<file path="src/rtl/uart_addr_filter_pkg.sv">
package uart_addr_filter_pkg;

  // Outcome of comparing one byte against the programmed address.
  typedef struct packed {
    logic indiv;
    logic bcast;
  } match_t;

endpackage

</file>
<file path="src/rtl/uaf_addr_regs.sv">
module uaf_addr_regs #(
  parameter int unsigned DATA_W = 8
) (
  input  logic              clk,
  input  logic              rst_n,
  input  logic              adr_we,
  input  logic [DATA_W-1:0] adr_wdata,
  input  logic              msk_we,
  input  logic [DATA_W-1:0] msk_wdata,
  output logic [DATA_W-1:0] adr_q,
  output logic [DATA_W-1:0] msk_q
);

  always_ff @(posedge clk) begin
    if (!rst_n) begin
      adr_q <= '0;
      msk_q <= '0;
    end else begin
      if (adr_we) adr_q <= adr_wdata;
      if (msk_we) msk_q <= msk_wdata;
    end
  end

endmodule

</file>
<file path="src/rtl/uaf_match.sv">
module uaf_match
  import uart_addr_filter_pkg::*;
#(
  parameter int unsigned DATA_W = 8
) (
  input  logic [DATA_W-1:0] adr,
  input  logic [DATA_W-1:0] msk,
  input  logic [DATA_W-1:0] data,
  output match_t            hit
);

  logic [DATA_W-1:0] miss_ind;
  logic [DATA_W-1:0] miss_bc;

  // Per-bit miss terms: a compared bit that differs, or a broadcast bit absent.
  for (genvar i = 0; i < DATA_W; i++) begin : g_bit
    assign miss_ind[i] = msk[i] & (adr[i] ^ data[i]);
    assign miss_bc[i]  = (adr[i] | msk[i]) & ~data[i];
  end

  assign hit.indiv = ~|miss_ind;
  assign hit.bcast = ~|miss_bc;

endmodule

</file>
<file path="src/rtl/uaf_flag.sv">
module uaf_flag (
  input  logic clk,
  input  logic rst_n,
  input  logic set_i,
  input  logic clr_i,
  output logic flag_q
);

  always_ff @(posedge clk) begin
    if (!rst_n)     flag_q <= 1'b0;
    else if (set_i) flag_q <= 1'b1;   // set has priority over clear
    else if (clr_i) flag_q <= 1'b0;
  end

endmodule

</file>
<file path="src/rtl/uart_addr_filter.sv">
module uart_addr_filter
  import uart_addr_filter_pkg::*;
#(
  parameter int unsigned DATA_W = 8,
  parameter int unsigned MODE_W = 2
) (
  input  logic              clk,
  input  logic              rst_n,
  input  logic              rx_valid,
  output logic              rx_ready,
  input  logic [DATA_W-1:0] rx_data,
  input  logic [MODE_W-1:0] ser_mode,
  input  logic              filt_en,
  input  logic              adr_we,
  input  logic [DATA_W-1:0] adr_wdata,
  input  logic              msk_we,
  input  logic [DATA_W-1:0] msk_wdata,
  input  logic              flag_clr,
  output logic              rx_flag
);

  logic [DATA_W-1:0] adr_q;
  logic [DATA_W-1:0] msk_q;
  match_t            hit;
  logic              filter_on;
  logic              accept;
  logic              set_flag;

  uaf_addr_regs #(.DATA_W(DATA_W)) u_regs (
    .clk       (clk),
    .rst_n     (rst_n),
    .adr_we    (adr_we),
    .adr_wdata (adr_wdata),
    .msk_we    (msk_we),
    .msk_wdata (msk_wdata),
    .adr_q     (adr_q),
    .msk_q     (msk_q)
  );

  uaf_match #(.DATA_W(DATA_W)) u_match (
    .adr  (adr_q),
    .msk  (msk_q),
    .data (rx_data),
    .hit  (hit)
  );

  assign rx_ready  = 1'b1;
  assign filter_on = (ser_mode != '0) && filt_en;
  assign accept    = !filter_on || hit.indiv || hit.bcast;
  assign set_flag  = rx_valid && rx_ready && accept;

  uaf_flag u_flag (
    .clk    (clk),
    .rst_n  (rst_n),
    .set_i  (set_flag),
    .clr_i  (flag_clr),
    .flag_q (rx_flag)
  );

endmodule

</file>
<file path="config.mk">
export PLATFORM = sky130hd
export DESIGN_NAME = uart_addr_filter
export DESIGN_NICKNAME = d
export VERILOG_FILES = /design/src/rtl/uart_addr_filter_pkg.sv /design/src/rtl/uaf_addr_regs.sv /design/src/rtl/uaf_match.sv /design/src/rtl/uaf_flag.sv /design/src/rtl/uart_addr_filter.sv
export SDC_FILE = /design/constraint.sdc
export NUM_CORES = 1
export LEC_CHECK = 0
export ABC_AREA = 1
export BUFFER_PORTS_ARGS = -buffer_cell sky130_fd_sc_hd__buf_2
export CELL_PAD_IN_SITES_DETAIL_PLACEMENT = 1
export CELL_PAD_IN_SITES_GLOBAL_PLACEMENT = 1
export CORE_MARGIN = 10
export CORE_UTILIZATION = 30
export CTS_CLUSTER_SIZE = 28
export DETAILED_ROUTE_END_ITERATION = 12
export GPL_TIMING_DRIVEN = 0
export PLACE_DENSITY = 0.77
export SYNTH_ARGS = -nofsm -noshare
export SYNTH_HDL_FRONTEND = slang
export SYNTH_SLANG_ARGS = --single-unit
</file>
<file path="constraint.sdc">
create_clock -name clk -period 2.8 [get_ports clk]
set_input_delay 0.56 -clock clk [delete_from_list [all_inputs] [get_ports clk]]
set_output_delay 0.56 -clock clk [all_outputs]
set_load 0.01 [all_outputs]
</file>
==> impl.org, run 1 <==
** Pwr
- Net switching power :: 154 uW
- The analysis attributes to cell leakage a power of 0.000570 uW.
- Areal power density over the cells :: 475 nW/um2
- Clock share of power :: 0.276
- The worst-case IR drop observed on VDD is 0.237 mV.
- Part of the power in combinational logic :: 0.191
- Internal power :: 355 uW
- The share of total power dissipated in sequential elements is 0.533.
- Of the total power, the share spent switching nets is 0.302.

** Die
- The die covers 5310 um2.
- Initial standard-cell utilization of the core :: 0.309
- DIE WIDTH :: 72.9 um
- FP Rows :: 19
- 35 I/O pins were placed.
- Area of the placeable core :: 2710 um2
- Die span in y :: 72.9 um

** Yosys
- Of the total synthesized cell area, the portion taken by full adders, half adders and majority gates is 0.
- Most frequent cells after synthesis :: 28 x sky130_fd_sc_hd__nand2_1, 20 x sky130_fd_sc_hd__inv_1, 20 x sky130_fd_sc_hd__nor2_1, 20 x sky130_fd_sc_hd__o21ai_0, 17 x sky130_fd_sc_hd__dfxtp_1
- Fraction of synthesized cell area in xor and xnor cells :: 0
- Post-synthesis share of cell area spent on and, or, nand and nor gates :: 0.269
- The synthesized design spends more area on one cell type than any other, namely sky130_fd_sc_hd__dfxtp_1.
- Among all cell types in the netlist, the one instantiated most often is sky130_fd_sc_hd__nand2_1.
- Compound-cell area share of the yosys netlist :: 0.210
- Fraction of synthesized cell area taken by the top area cell type :: 0.406
- In the post-synthesis netlist, the biggest area contributors are sky130_fd_sc_hd__dfxtp_1 41%, sky130_fd_sc_hd__nand2_1 13%, sky130_fd_sc_hd__o21ai_0 12%.
- The cell area that synthesis handed to floorplanning was 838 um2.
- Synth async-reset ratio :: 0
- Main combinational cell family by area after synthesis :: simple AND/OR/NAND/NOR gates
- Avg Cell Area, Syn :: 6.35 um2
- During synthesis, Yosys emitted a total of 0 warnings.
- Synth Net Count :: 165
- The synthesized design contains 17 register bits.
- Counting every instance in the synthesized netlist gives 132.
- The portion of synthesized area spent on multiplexers is 0.
- In the synthesized netlist the dominant register cell turns out to be sky130_fd_sc_hd__dfxtp_1.
- Number of enable-type register cells in the synthesized netlist :: 0
- Counting distinct cell types in the post-synthesis netlist gives 13.
- Post-synthesis sequential area ratio :: 0.406

** Global routing
- Antenna violations before repair :: 0
- The first global-routing pass estimated 4660 um of wire.
- For this run, the total global-route usage over all layers was measured as 0.109.
- Entering global routing, the biggest net connects 11 pins.
- Total overflow reported by the global router :: 0
- Number of global-route vias before repair :: 1072

** Clock network
- The clock drives 17 sinks.
- Number of hold buffers added after CTS :: 0
- Gates resized during post-CTS repair numbered 0.
- Buffers inserted during clock tree synthesis total 3.
- Clock latency on the worst-skew pair, taken at its later pin, is 0.29 ns.
- In this run the deepest clock path goes through 2 buffers.
- Maximum level of the CTS H-tree :: 1
- TritonCTS clock tree :: yes
- After clock tree synthesis, the clock-pin slew on the worst setup and hold paths is 0.11 ns.
- After clock tree synthesis, the setup repair step added 0 buffers.
- CTS Root Buffer Type :: sky130_fd_sc_hd__clkbuf_4

** Worst setup path
- Buf+Inv Stages, Crit Path :: 1
- Endpoint of the worst register-to-register path :: u_flag.flag_q
- In this design, the largest share of critical-path delay is due to flip-flops.
- For the worst setup path, the data required time is 2.24 ns.
- Startpoint types :: register
- Launch instance of the worst register-to-register path :: u_regs.adr_q[0]
- Counting cells, the worst reg-to-reg path comes to 7.
- Data arrives at the worst endpoint at 0.77 ns.
- Largest stage delay on the critical path :: 0.34 ns
- Worst setup path category :: reg2out
- In this run the register-to-register setup slack is 1.70 ns.
- Endpoint type of the worst setup path :: primary output
- Of all nets on the critical path, the largest fanout is 2.
- The largest individual stage delay along the critical path comes from the cell sky130_fd_sc_hd__dfxtp_1.
- Walking the worst path, the cells encountered are buf_2.
- Total number of cells along the worst setup path :: 1

** Min path
- Hold Crit Depth :: 3
- Launch point of the worst hold path :: msk_wdata[4]
- For hold timing, the worst endpoint is u_regs.msk_q[4].
- Hold Path Class :: in2reg

** Placement
- Input/output buffers :: 33
- The wire-length estimate of the detail-placed layout is 2230 um.
- At the placement stage, the worst setup path has a slack of 1.36 ns.
- Final weighted congestion in routability-driven placement :: 0.783

** Layout
- Antenna Diode Count :: 0
- The layout has 394 filler cells.
- Layout cell share with drive strength beyond 1 :: 0.243
- From synthesis to final layout, the design area changed by 27.6%.
- Final standard cell utilization of the core :: 0.395
- For this run, the post-layout net count is 203.

** Timing
- Setup repair after global routing left no endpoint under its margin.
- Fmax :: 754 MHz
- TNS Setup :: 0 ns
- Period Utilization, post-route :: 0.474
- The max-slew violation total from the final report was 0.
- Final hold violation count :: 0
- Final hold analysis gives a worst-case slack of 0.479 ns.
- Setup violations remaining at the end of the flow were counted as 0.
- Setup slack of the critical path after layout :: 1.47 ns
- For the finished layout, the period the worst path requires is 1.33 ns.
- For the final database, setup skew stands at 0.00222 ns.

** Run
- Max cap viols :: 0

** Detailed routing
- The first TritonRoute pass finished after 4 iterations.
- After detailed routing, the average wire length per cell comes to 13.9 um.
- In the routed design, unresolved DRC markers number 0.
- Iteration-0 DRC count of the detailed router :: 39
- The final route contains 960 vias.
- Once detail routing completed, the nets flagged for antenna violations numbered 0.
- Detailed Route WL :: 2780 um
- Dividing the detail-routed via count by the number of cells gives 4.80.

** Status
- The run finished with clean final reports.
[power groups by stage]
| stage | registers, uW | clock network (uW) | logic, uW |
|---|---|---|---|
| floorplan | 274 | 0 | 54.7 |
| global route | 274 | 153 | 113 |
| finish | 271 | 140 | 97.0 |
| CTS | 271 | 145 | 98.9 |
| global placement | 275 | 0 | 92.7 |
| detailed placement | 277 | 0 | 97.7 |
[cell usage in the layout (no fill, tap or decap)]
cell / synthesis / final
sky130_fd_sc_hd__buf_2: 2 / 35
sky130_fd_sc_hd__nand2_1: 28 / 28
sky130_fd_sc_hd__inv_1: 20 / 20
sky130_fd_sc_hd__nor2_1: 20 / 20
sky130_fd_sc_hd__o21ai_0: 20 / 20
sky130_fd_sc_hd__dfxtp_1: 17 / 17
sky130_fd_sc_hd__nand3_1: 9 / 9
sky130_fd_sc_hd__a21oi_1: 8 / 8
sky130_fd_sc_hd__o21ai_1: 4 / 4
sky130_fd_sc_hd__clkbuf_4: 0 / 3
sky130_fd_sc_hd__o21a_1: 1 / 1
sky130_fd_sc_hd__a21oi_2: 1 / 1
sky130_fd_sc_hd__buf_4: 1 / 1
sky130_fd_sc_hd__conb_1: 1 / 1
sky130_fd_sc_hd__clkinv_2: 0 / 1
[kinds of logic (layout without fill, tap and decap cells)]
group / Yosys count / count (layout)
other: 1 / 1
buffers and inverters: 23 / 60
DFF: 17 / 17
and+or+nand+nor: 57 / 57
AOI/OAI and AO/OA: 34 / 34
[how the worst max path moves through the flow]
stage | from | end | slack [ns]
floorplan | rx_data[3] | u_flag.flag_q | 1.65
global placement | adr_we | u_regs.adr_q[7] | 1.43
detailed placement | adr_we | u_regs.adr_q[7] | 1.36
CTS | u_flag.flag_q | rx_flag | 1.46
global route | u_flag.flag_q | rx_flag | 1.44
finish | u_flag.flag_q | rx_flag | 1.47
[area by class of cell]
cell class              count  area (um2)  area share
plain buffers               3        17.5      0.0164
clock buffers               3        22.5      0.0211
clock inverters             1        5.00     0.00468
inverters                  20        75.1      0.0702
multi-input cells          92         405       0.379
flip-flops and latches     17         340       0.318
well taps                  31        38.8      0.0363
repair buffers             33         165       0.154
[state kept, by name, summed over array words and instances (netlist names)]
name,cells
u_flag.flag_q,1
u_regs.adr_q,8
u_regs.msk_q,8
[per-layer routing]
metal,global-route usage,vias up,wire length [um]
met4,0.0380,0,23
li1,-,491,-
met5,0,-,0
met2,0.185,27,1320
met1,0.124,438,1220
met3,0.0340,4,213
[stage by stage]
step / instances / cell area [um2] / power (uW)
2_1_floorplan: 132 / 838 / 329
3_3_place_gp: 196 / 1040 / 368
3_5_place_dp: 196 / 1040 / 374
4_1_cts: 200 / 1070 / 515
5_1_grt: 200 / 1070 / 541
6_report: 200 / 1070 / 509
Note: power is estimated with default switching activity, not from simulation.
==> inputs of run 2 (changes only) <==
- ABC_AREA: 1 -> 0
- PLACE_DENSITY: 0.77 -> 0.73
- clock period: 2.8 -> 1.2 ns (I/O delays scaled with it)
==> run 2 against run 1 <==
  * Synthesized cell count decreased by 36%
  * Non-clock buffer count increased by 1
  * Register-to-register slack got worse by 1.7 ns
  * Synthesized area unchanged
  * Combinational power increased by 140%
  * Worst hold slack got worse by 0.29 ns
  * Clock-buffer cell count unchanged
  * Highest routed layer unchanged
==> impl.org, run 2 <==
** Yosys
- Synthesized instance count :: 84 (-36%)
- Ranked by instance count, the synthesized netlist is headed by 17 x sky130_fd_sc_hd__dfxtp_1, 17 x sky130_fd_sc_hd__nor2b_1, 16 x sky130_fd_sc_hd__mux2i_1, 8 x sky130_fd_sc_hd__xor2_1, 6 x sky130_fd_sc_hd__nor2_1.
- The count of flip-flops with a built-in enable after synthesis was 0 (unchanged).
- The register area share after synthesis came to 0.406 (unchanged).
- Number of unique standard cell types used by synthesis :: 17 (+4)
- Synth async-reset ratio :: 0 (unchanged)
- The most used flip-flop cell after synthesis is sky130_fd_sc_hd__dfxtp_1.
- Synth area leader :: sky130_fd_sc_hd__dfxtp_1
- Synth Net Count :: 117 (-29%)
- Avg Cell Area, Syn :: 9.98 um2 (+57%)
- Most area-consuming cells after synthesis :: sky130_fd_sc_hd__dfxtp_1 41%, sky130_fd_sc_hd__mux2i_1 19%, sky130_fd_sc_hd__nor2b_1 13%
- Flip-flop and latch count after synthesis :: 17 (unchanged)
- The top cell type's share of synthesized area is 0.406 (unchanged).
- Number of warnings issued by yosys :: 0 (unchanged)
- The post-synthesis instance area came to 838 um2 (unchanged).

** Placement
- The count of buffers inserted at the top-level ports was 31 (-6.1%).
- Hpwl dp :: 1950 um (-13%)
- Dpl cells :: 146 (-26%)
- The weighted congestion reported at the end of routability-driven placement was 0.700 (-11%).
- The setup slack after placement came to -0.0328 ns (-1.39 ns).

** Layout
- The number of fill cells in the layout came to 332 (-16%).
- Cell Count, Final, Fillers Out :: 152 (-24%)
- Leaving out fill and tap cells, the most frequent cell in the layout is sky130_fd_sc_hd__buf_2.
- Registers with the highest flip-flop counts :: u_regs.adr_q (8), u_regs.msk_q (8), u_flag.flag_q (1)
- Compared with the post-synthesis result, the final layout area differs by 32.2%.
- The utilization after layout is 0.409 (+0.0143).
- Most frequent cells in the layout :: 33 x sky130_fd_sc_hd__buf_2, 17 x sky130_fd_sc_hd__nor2b_1, 16 x sky130_fd_sc_hd__mux2i_1
- The combined area of the multi-input logic cells is 503 um2 (+24%).
- Area occupied by registers :: 348 um2 (+2.2%)
- The final-stage net count was 155 (-24%).
- The total inserted antenna cells was 0 (unchanged).
- The share of post-route cells with drive strength above 1 is 0.430 (+0.187).

** Die
- The horizontal die dimension is 72.9 um (unchanged).
- Initial standard-cell utilization of the core :: 0.309 (unchanged)
- The die extent in y was 72.9 um (unchanged).
- Area of the placeable core :: 2710 um2 (unchanged)
- The number of placement rows is 19 (unchanged).
- The count of boundary I/O pins was 35 (unchanged).
- Die area :: 5310 um2 (unchanged)

** Worst setup path
- On the critical path, the stage with the largest delay is an instance of sky130_fd_sc_hd__dfxtp_2.
- The largest fanout on the critical path came to 2 (unchanged).
- The critical path is of the reg2reg type.
- The data arrival time of the worst path was 1.42 ns (+0.65 ns).
- The worst register-to-register path begins at u_regs.adr_q[0].
- STA classifies the critical path startpoint as a register.
- Startpoint of the worst setup timing path :: u_regs.adr_q[0]
- STA classifies the critical path endpoint as a register.
- The data required time at the worst endpoint came to 1.43 ns (-0.81 ns).
- The stage delay of the slowest cell on the critical path came to 0.35 ns (about the same).
- Walking the worst path, the cells encountered are o21bai_4 > o2111ai_2 > or3_1 > a31oi_1.

** Detailed routing
- Avg WL per Cell :: 15.8 um (+14%)
- The number of design rule violations left after detail routing was 0 (unchanged).
- Number of vias per cell :: 4.86 (+1.2%)
- Count of antenna-violating nets left after detailed routing :: 0 (unchanged)
- The aggregate routed wire length is 2400 um (-14%).
- Iteration-0 DRC count of the detailed router :: 10 (-74%)
- The first-pass iteration count of the detailed router came to 2 (-2).
- Total via count in the routed design :: 738 (-23%)

** Global routing
- Total overflow reported by the global router :: 0 (unchanged)
- Antenna violations before repair :: 0 (unchanged)
- The first-pass GRT wire length is 3890 um (-16%).
- GR Util All Layers :: 0.0920 (-0.0166)
- The via count of the first global-routing pass came to 861 (-20%).
- The largest net degree at the start of global routing was 11 (unchanged).

** Timing
- The number of hold violations in the final report came to 0 (unchanged).
- Minimum clock period after layout :: 1.19 ns
- The max-slew violation total from the final report was 0 (unchanged).
- Fmax :: 842 MHz
- Dividing the final minimum period by the clock period gives 0.989.
- Number of setup violations in the final report :: 0 (unchanged)
- Setup repair after global routing could not meet its margin everywhere.
- The final total negative setup slack came to 0 ns (unchanged).
- The least setup slack across all paths after layout was 0.0126 ns (-1.46 ns).
- Final Skew :: 0.00953 ns (+0.00731 ns)

** Min path
- Launch point of the worst hold path :: msk_wdata[6]
- Hold Path Class :: in2reg

** Clock network
- The total CTS buffers is 3 (unchanged).
- TritonCTS clock tree :: yes
- CTS Root Buffer Type :: sky130_fd_sc_hd__clkbuf_4
- Clock edge transition at the registers on the reported setup and hold paths :: 0.11 ns (about the same)
- The buffer levels on the longest clock path came to 2 (unchanged).
- Source-to-sink clock delay at the later pin of the worst-skew pair :: 0.30 ns (about the same)
- Sink Count :: 17 (unchanged)
- The total number of H-tree levels is 1 (unchanged).

** Pwr
- The switching component of the power is 327 uW (+110%).
- The part of the total power dissipated in sequential elements came to 0.536 (+0.003).
- The clock power share was 0.269 (-0.007).
- Peak supply drop :: 0.567 mV (+140%)
- The combinational share of power was 0.195 (+0.004).
- The internal power summed over all cells was 858 uW (+140%).
- Areal power density over the cells :: 1070 nW/um2 (+120%)
- Leak :: 0.000524 uW (-8.2%)
- The switching power share of the total is 0.276 (-0.0258).

** Run
- The max-cap violation count came to 0 (unchanged).

** Status
- The flow ran to the end, and the final reports show no timing, DRC or antenna violations.
==> run 2: changes by cell type after synthesis, sizes merged, moves of 2 or more <==
cell,before,now
nand2,28,0
a21oi,9,0
o22ai,0,2
o21bai,0,3
nand3,9,0
nor2,20,6
o21ai,24,2
mux2i,0,16
nor2b,0,17
inv,20,0
a22oi,0,4
xor2,0,8
==> run 2: final timing paths <==
check	end	cells after the start	slack (ns)
setup reg to reg	u_flag.flag_q	4	0.01
hold reg to reg	u_regs.msk_q[6]	2	0.55
setup / recovery	u_flag.flag_q	4	0.01
hold / removal	u_regs.msk_q[6]	3	0.19
==> run 2: layout make-up <==
cell class,count,area share
clock buffers,3,0.0203
flip-flops and latches,17,0.314
multi-input cells,63,0.454
clock inverters,1,0.00451
plain buffers,4,0.0192
repair buffers,33,0.153
well taps,31,0.0350
==> run 2: through the flow <==
| stage | instance area, um2 | power [uW] | hold slack [ns] |
|---|---|---|---|
| floorplan | 838 | 766 | 0.368 |
| global placement | 1030 | 846 | 0.498 |
| detailed placement | 1030 | 860 | 0.515 |
| CTS | 1080 | 1190 | 0.195 |
| global route | 1110 | 1250 | 0.188 |
| finish | 1110 | 1190 | 0.193 |
==> run 2: layer usage <==
layer	up-vias	part of all wire	global-route usage
met5	-	0	0
met4	0	0.017	0.0443
met3	5	0.077	0.0354
met2	24	0.52	0.159
met1	346	0.39	0.0951
li1	363	-	-
==> run 2: critical path, delay by kind of cell (launching register included) <==
kind	cells	cell delay [ns]
AND/OR/NAND/NOR	1	0.33
AO/OA/AOI/OAI	3	0.43
flip-flops	1	0.35
==> run 2: repair_timing <==
| item | CTS | global route |
|---|---|---|
| setup buffers | 2 | 0 |
| pin swaps | 2 | 2 |
| hold buffers | 0 | 0 |
| gates resized for setup | 4 | 7 |
| endpoints found under the setup margin | 1 | 1 |
==> run 2: power by group through the flow <==
stage | combinational, uW | clock, uW | sequential, uW
floorplan | 130 | 0 | 637
global placement | 206 | 0 | 641
detailed placement | 216 | 0 | 644
CTS | 229 | 326 | 630
global route | 258 | 354 | 642
finish | 231 | 319 | 636
==> run 2: logic make-up (layout without fill, tap and decap cells) <==
kind of cell    Yosys count  after routing  share of synthesized area
simple gates             25             25                      0.169
flops                    17             17                      0.406
mux                      16             16                      0.191
compound gates           13             13                      0.121
xor+xnor                  8              8                     0.0836
buf+inv                   4             41                     0.0254
other cells               1              1                    0.00447
==> inputs of run 3 (changes only) <==
- BUFFER_PORTS_ARGS: -buffer_cell sky130_fd_sc_hd__buf_2 -> -buffer_cell sky130_fd_sc_hd__clkbuf_2
==> run 3 against run 2 <==
  * Clock power grew 6%
  * Worst hold slack worse by 0.0071 ns
  * Design area is 0.34% higher
  * Global-route usage rose by 0.16 points
  * Clock-buffer cell count stayed put
  * Largest power group unchanged
  * Highest routed layer is now met3
==> impl.org, run 3 (synthesis results as in run 2) <==
** Layout
- The total inserted antenna cells is 0 (unchanged).
- Area of the multi-input gates :: 493 um2 (-2.0%)
- Most frequent cells in the layout :: 31 x sky130_fd_sc_hd__clkbuf_2, 17 x sky130_fd_sc_hd__nor2b_1, 16 x sky130_fd_sc_hd__mux2i_1
- FILL cells :: 336 (+1.2%)
- The sequential cell area is 352 um2 (+1.1%).
- Registers with the highest flip-flop counts :: u_regs.adr_q (8), u_regs.msk_q (8), u_flag.flag_q (1)
- The share of post-route cells with drive strength above 1 came to 0.475 (+0.0457).
- Cell Count, Final, Fillers Out :: 153 (+0.66%)
- The final-stage net count was 156 (+0.65%).
- Relative to the synthesized area, the layout overhead comes to 32.7%.
- Most common cell after layout, fill and taps aside :: sky130_fd_sc_hd__clkbuf_2

** Worst setup path
- Startpoint types :: register
- The data required time at the worst endpoint is 1.43 ns (about the same).
- STA classifies the critical path endpoint as a register.
- Worst setup path category :: reg2reg
- Worst-path maximum fanout :: 3 (+1)
- The data arrival time of the worst path is 1.38 ns (-0.04 ns).

** Placement
- Final weighted congestion in routability-driven placement :: 0.699 (-0.19%)
- Hpwl dp :: 1980 um (+1.9%)
- Input/output buffers :: 31 (unchanged)
- The post-placement cell count is 146 (unchanged).

** Clock network
- The clock transition at the registers of the reported paths is 0.13 ns (+0.02 ns).
- The total CTS buffers was 3 (unchanged).
- TritonCTS clock tree :: yes
- CTS Root Buffer Type :: sky130_fd_sc_hd__clkbuf_4
- Number of hold buffers added after CTS :: 0 (unchanged)
- The total number of H-tree levels was 1 (unchanged).
- The buffer levels on the longest clock path was 2 (unchanged).
- The number of sinks driven by the clock tree was 17 (unchanged).
- The clock latency reported for the late side of the worst-skew pair was 0.31 ns (about the same).

** Detailed routing
- The average vias per placed instance was 4.86 (+0.15%).
- The detail-routed net length per standard cell was 16.1 um (+1.6%).
- Detailed Route WL :: 2460 um (+2.3%)
- The count of routing violations after the opening detailed-route iteration is 6 (-4).
- Initial DRT Pass Iterations :: 4 (+2)
- Post-route DRC violation count :: 0 (unchanged)
- The post-detailed-route count of antenna-violating nets is 0 (unchanged).
- The via count is 744 (+0.81%).

** Die
- Die span in y :: 72.9 um (unchanged)
- Initial standard-cell utilization of the core :: 0.309 (unchanged)
- The number of placement rows was 19 (unchanged).
- The die area came to 5310 um2 (unchanged).
- The floorplan core area came to 2710 um2 (unchanged).
- DIE WIDTH :: 72.9 um (unchanged)
- Ports placed on the boundary :: 35 (unchanged)

** Timing
- Period Utilization, post-route :: 0.961 (-0.0285)
- The max-slew violation total from the final report is 0 (unchanged).
- Number of setup violations in the final report :: 0 (unchanged)
- Setup repair after global routing could not meet its margin everywhere.
- Minimum clock period after layout :: 1.15 ns (-0.0342 ns)
- The worst setup skew after layout is 0.0188 ns (+0.00932 ns).
- Fmax :: 867 MHz (+3.0%)
- The number of hold violations in the final report was 0 (unchanged).
- The final total negative setup slack came to 0 ns (unchanged).

** Pwr
- The power density over the cells was 1090 nW/um2 (+1.5%).
- The maximum ir drop on the vdd rail is 0.504 mV (-11%).
- Leak :: 0.000530 uW (+1.2%)

** Global routing
- The largest net degree at the start of global routing was 12 (+1).
- Antenna violations before repair :: 0 (unchanged)
- The via count of the first global-routing pass was 864 (+0.35%).
- The first-pass GRT wire length was 3900 um (+0.18%).
- GR Util All Layers :: 0.0937 (+0.00163)
- Total overflow reported by the global router :: 0 (unchanged)

** Min path
- Hold Path Class :: in2reg

** Run
- The max-cap violation count came to 0 (unchanged).

** Status
- The flow ran to the end, and the final reports show no timing, DRC or antenna violations.
-- run 3: cell types whose count changed in the layout (fill, tap and decap cells not counted), moves of 2 or more --
| cell | change |
|---|---|
| sky130_fd_sc_hd__clkbuf_2 | +31 |
| sky130_fd_sc_hd__dfxtp_1 | -3 |
| sky130_fd_sc_hd__dfxtp_2 | +3 |
| sky130_fd_sc_hd__o21bai_2 | +2 |
| sky130_fd_sc_hd__nor2_1 | -2 |
| sky130_fd_sc_hd__buf_2 | -31 |
| sky130_fd_sc_hd__nor2_2 | +2 |
| sky130_fd_sc_hd__o21bai_4 | -2 |
-- run 3: final timing paths --
kind / start / end / slack, ns / cells past startpoint
worst max register to register: u_regs.adr_q[3] / u_flag.flag_q / 0.05 / 5
worst min register to register: u_regs.msk_q[6] / u_regs.msk_q[6] / 0.56 / 2
worst max-delay path: u_regs.adr_q[3] / u_flag.flag_q / 0.05 / 5
worst min-delay path: msk_wdata[0] / u_regs.msk_q[0] / 0.19 / 3
-- run 3: power by group --
| part | switching (uW) | internal (uW) | leakage (uW) | total [uW] |
|---|---|---|---|---|
| logic | 101 | 131 | 0.000372 | 232 |
| registers | 34.0 | 603 | 0.000144 | 637 |
| clock network | 211 | 127 | 0.0000139 | 338 |
-- run 3: layout make-up --
class / instances / area share
buffer: 4 / 0.0191
clock buffer: 3 / 0.0202
clock inverter: 1 / 0.00675
multi-input combinational: 63 / 0.443
sequential: 17 / 0.316
tap: 31 / 0.0349
timing repair buffer: 34 / 0.160
-- run 3: metrics by stage --
stage	util	hold slack (ns)	instance area [um2]	power [uW]	worst slack (ns)
6_report	0.410	0.186	1110	1210	0.0469
5_1_grt	0.410	0.181	1110	1270	-0.0556
4_1_cts	0.396	0.188	1070	1200	0.00341
3_5_place_dp	0.381	0.508	1030	862	-0.00763
3_3_place_gp	0.381	0.499	1030	847	0.0180
2_1_floorplan	-	0.368	838	766	0.0886
-- run 3: worst max-delay path, cell delays in order (launching register included) --
cell and delay [ns]:
sky130_fd_sc_hd__dfxtp_2 0.36, sky130_fd_sc_hd__buf_4 0.13, sky130_fd_sc_hd__xor2_1 0.16, sky130_fd_sc_hd__a22oi_1 0.18, sky130_fd_sc_hd__nand4_1 0.11, sky130_fd_sc_hd__a31oi_1 0.13
-- run 3: routing by layer --
metal  global-route usage  routed length [um]  vias up
met5                    0                   0        -
met4               0.0316                   0        0
met3               0.0367                 154        0
met2                0.169                1280       23
met1               0.0958                1020      358
li1                     -                   -      363
-- run 3: what timing repair did --
item / 4_1_cts / 5_1_grt
buffers inserted: 1 / 2
pin swaps: 1 / 8
setup endpoints to repair: 1 / 1
gates cloned: 0 / 0
resized for setup: 2 / 12
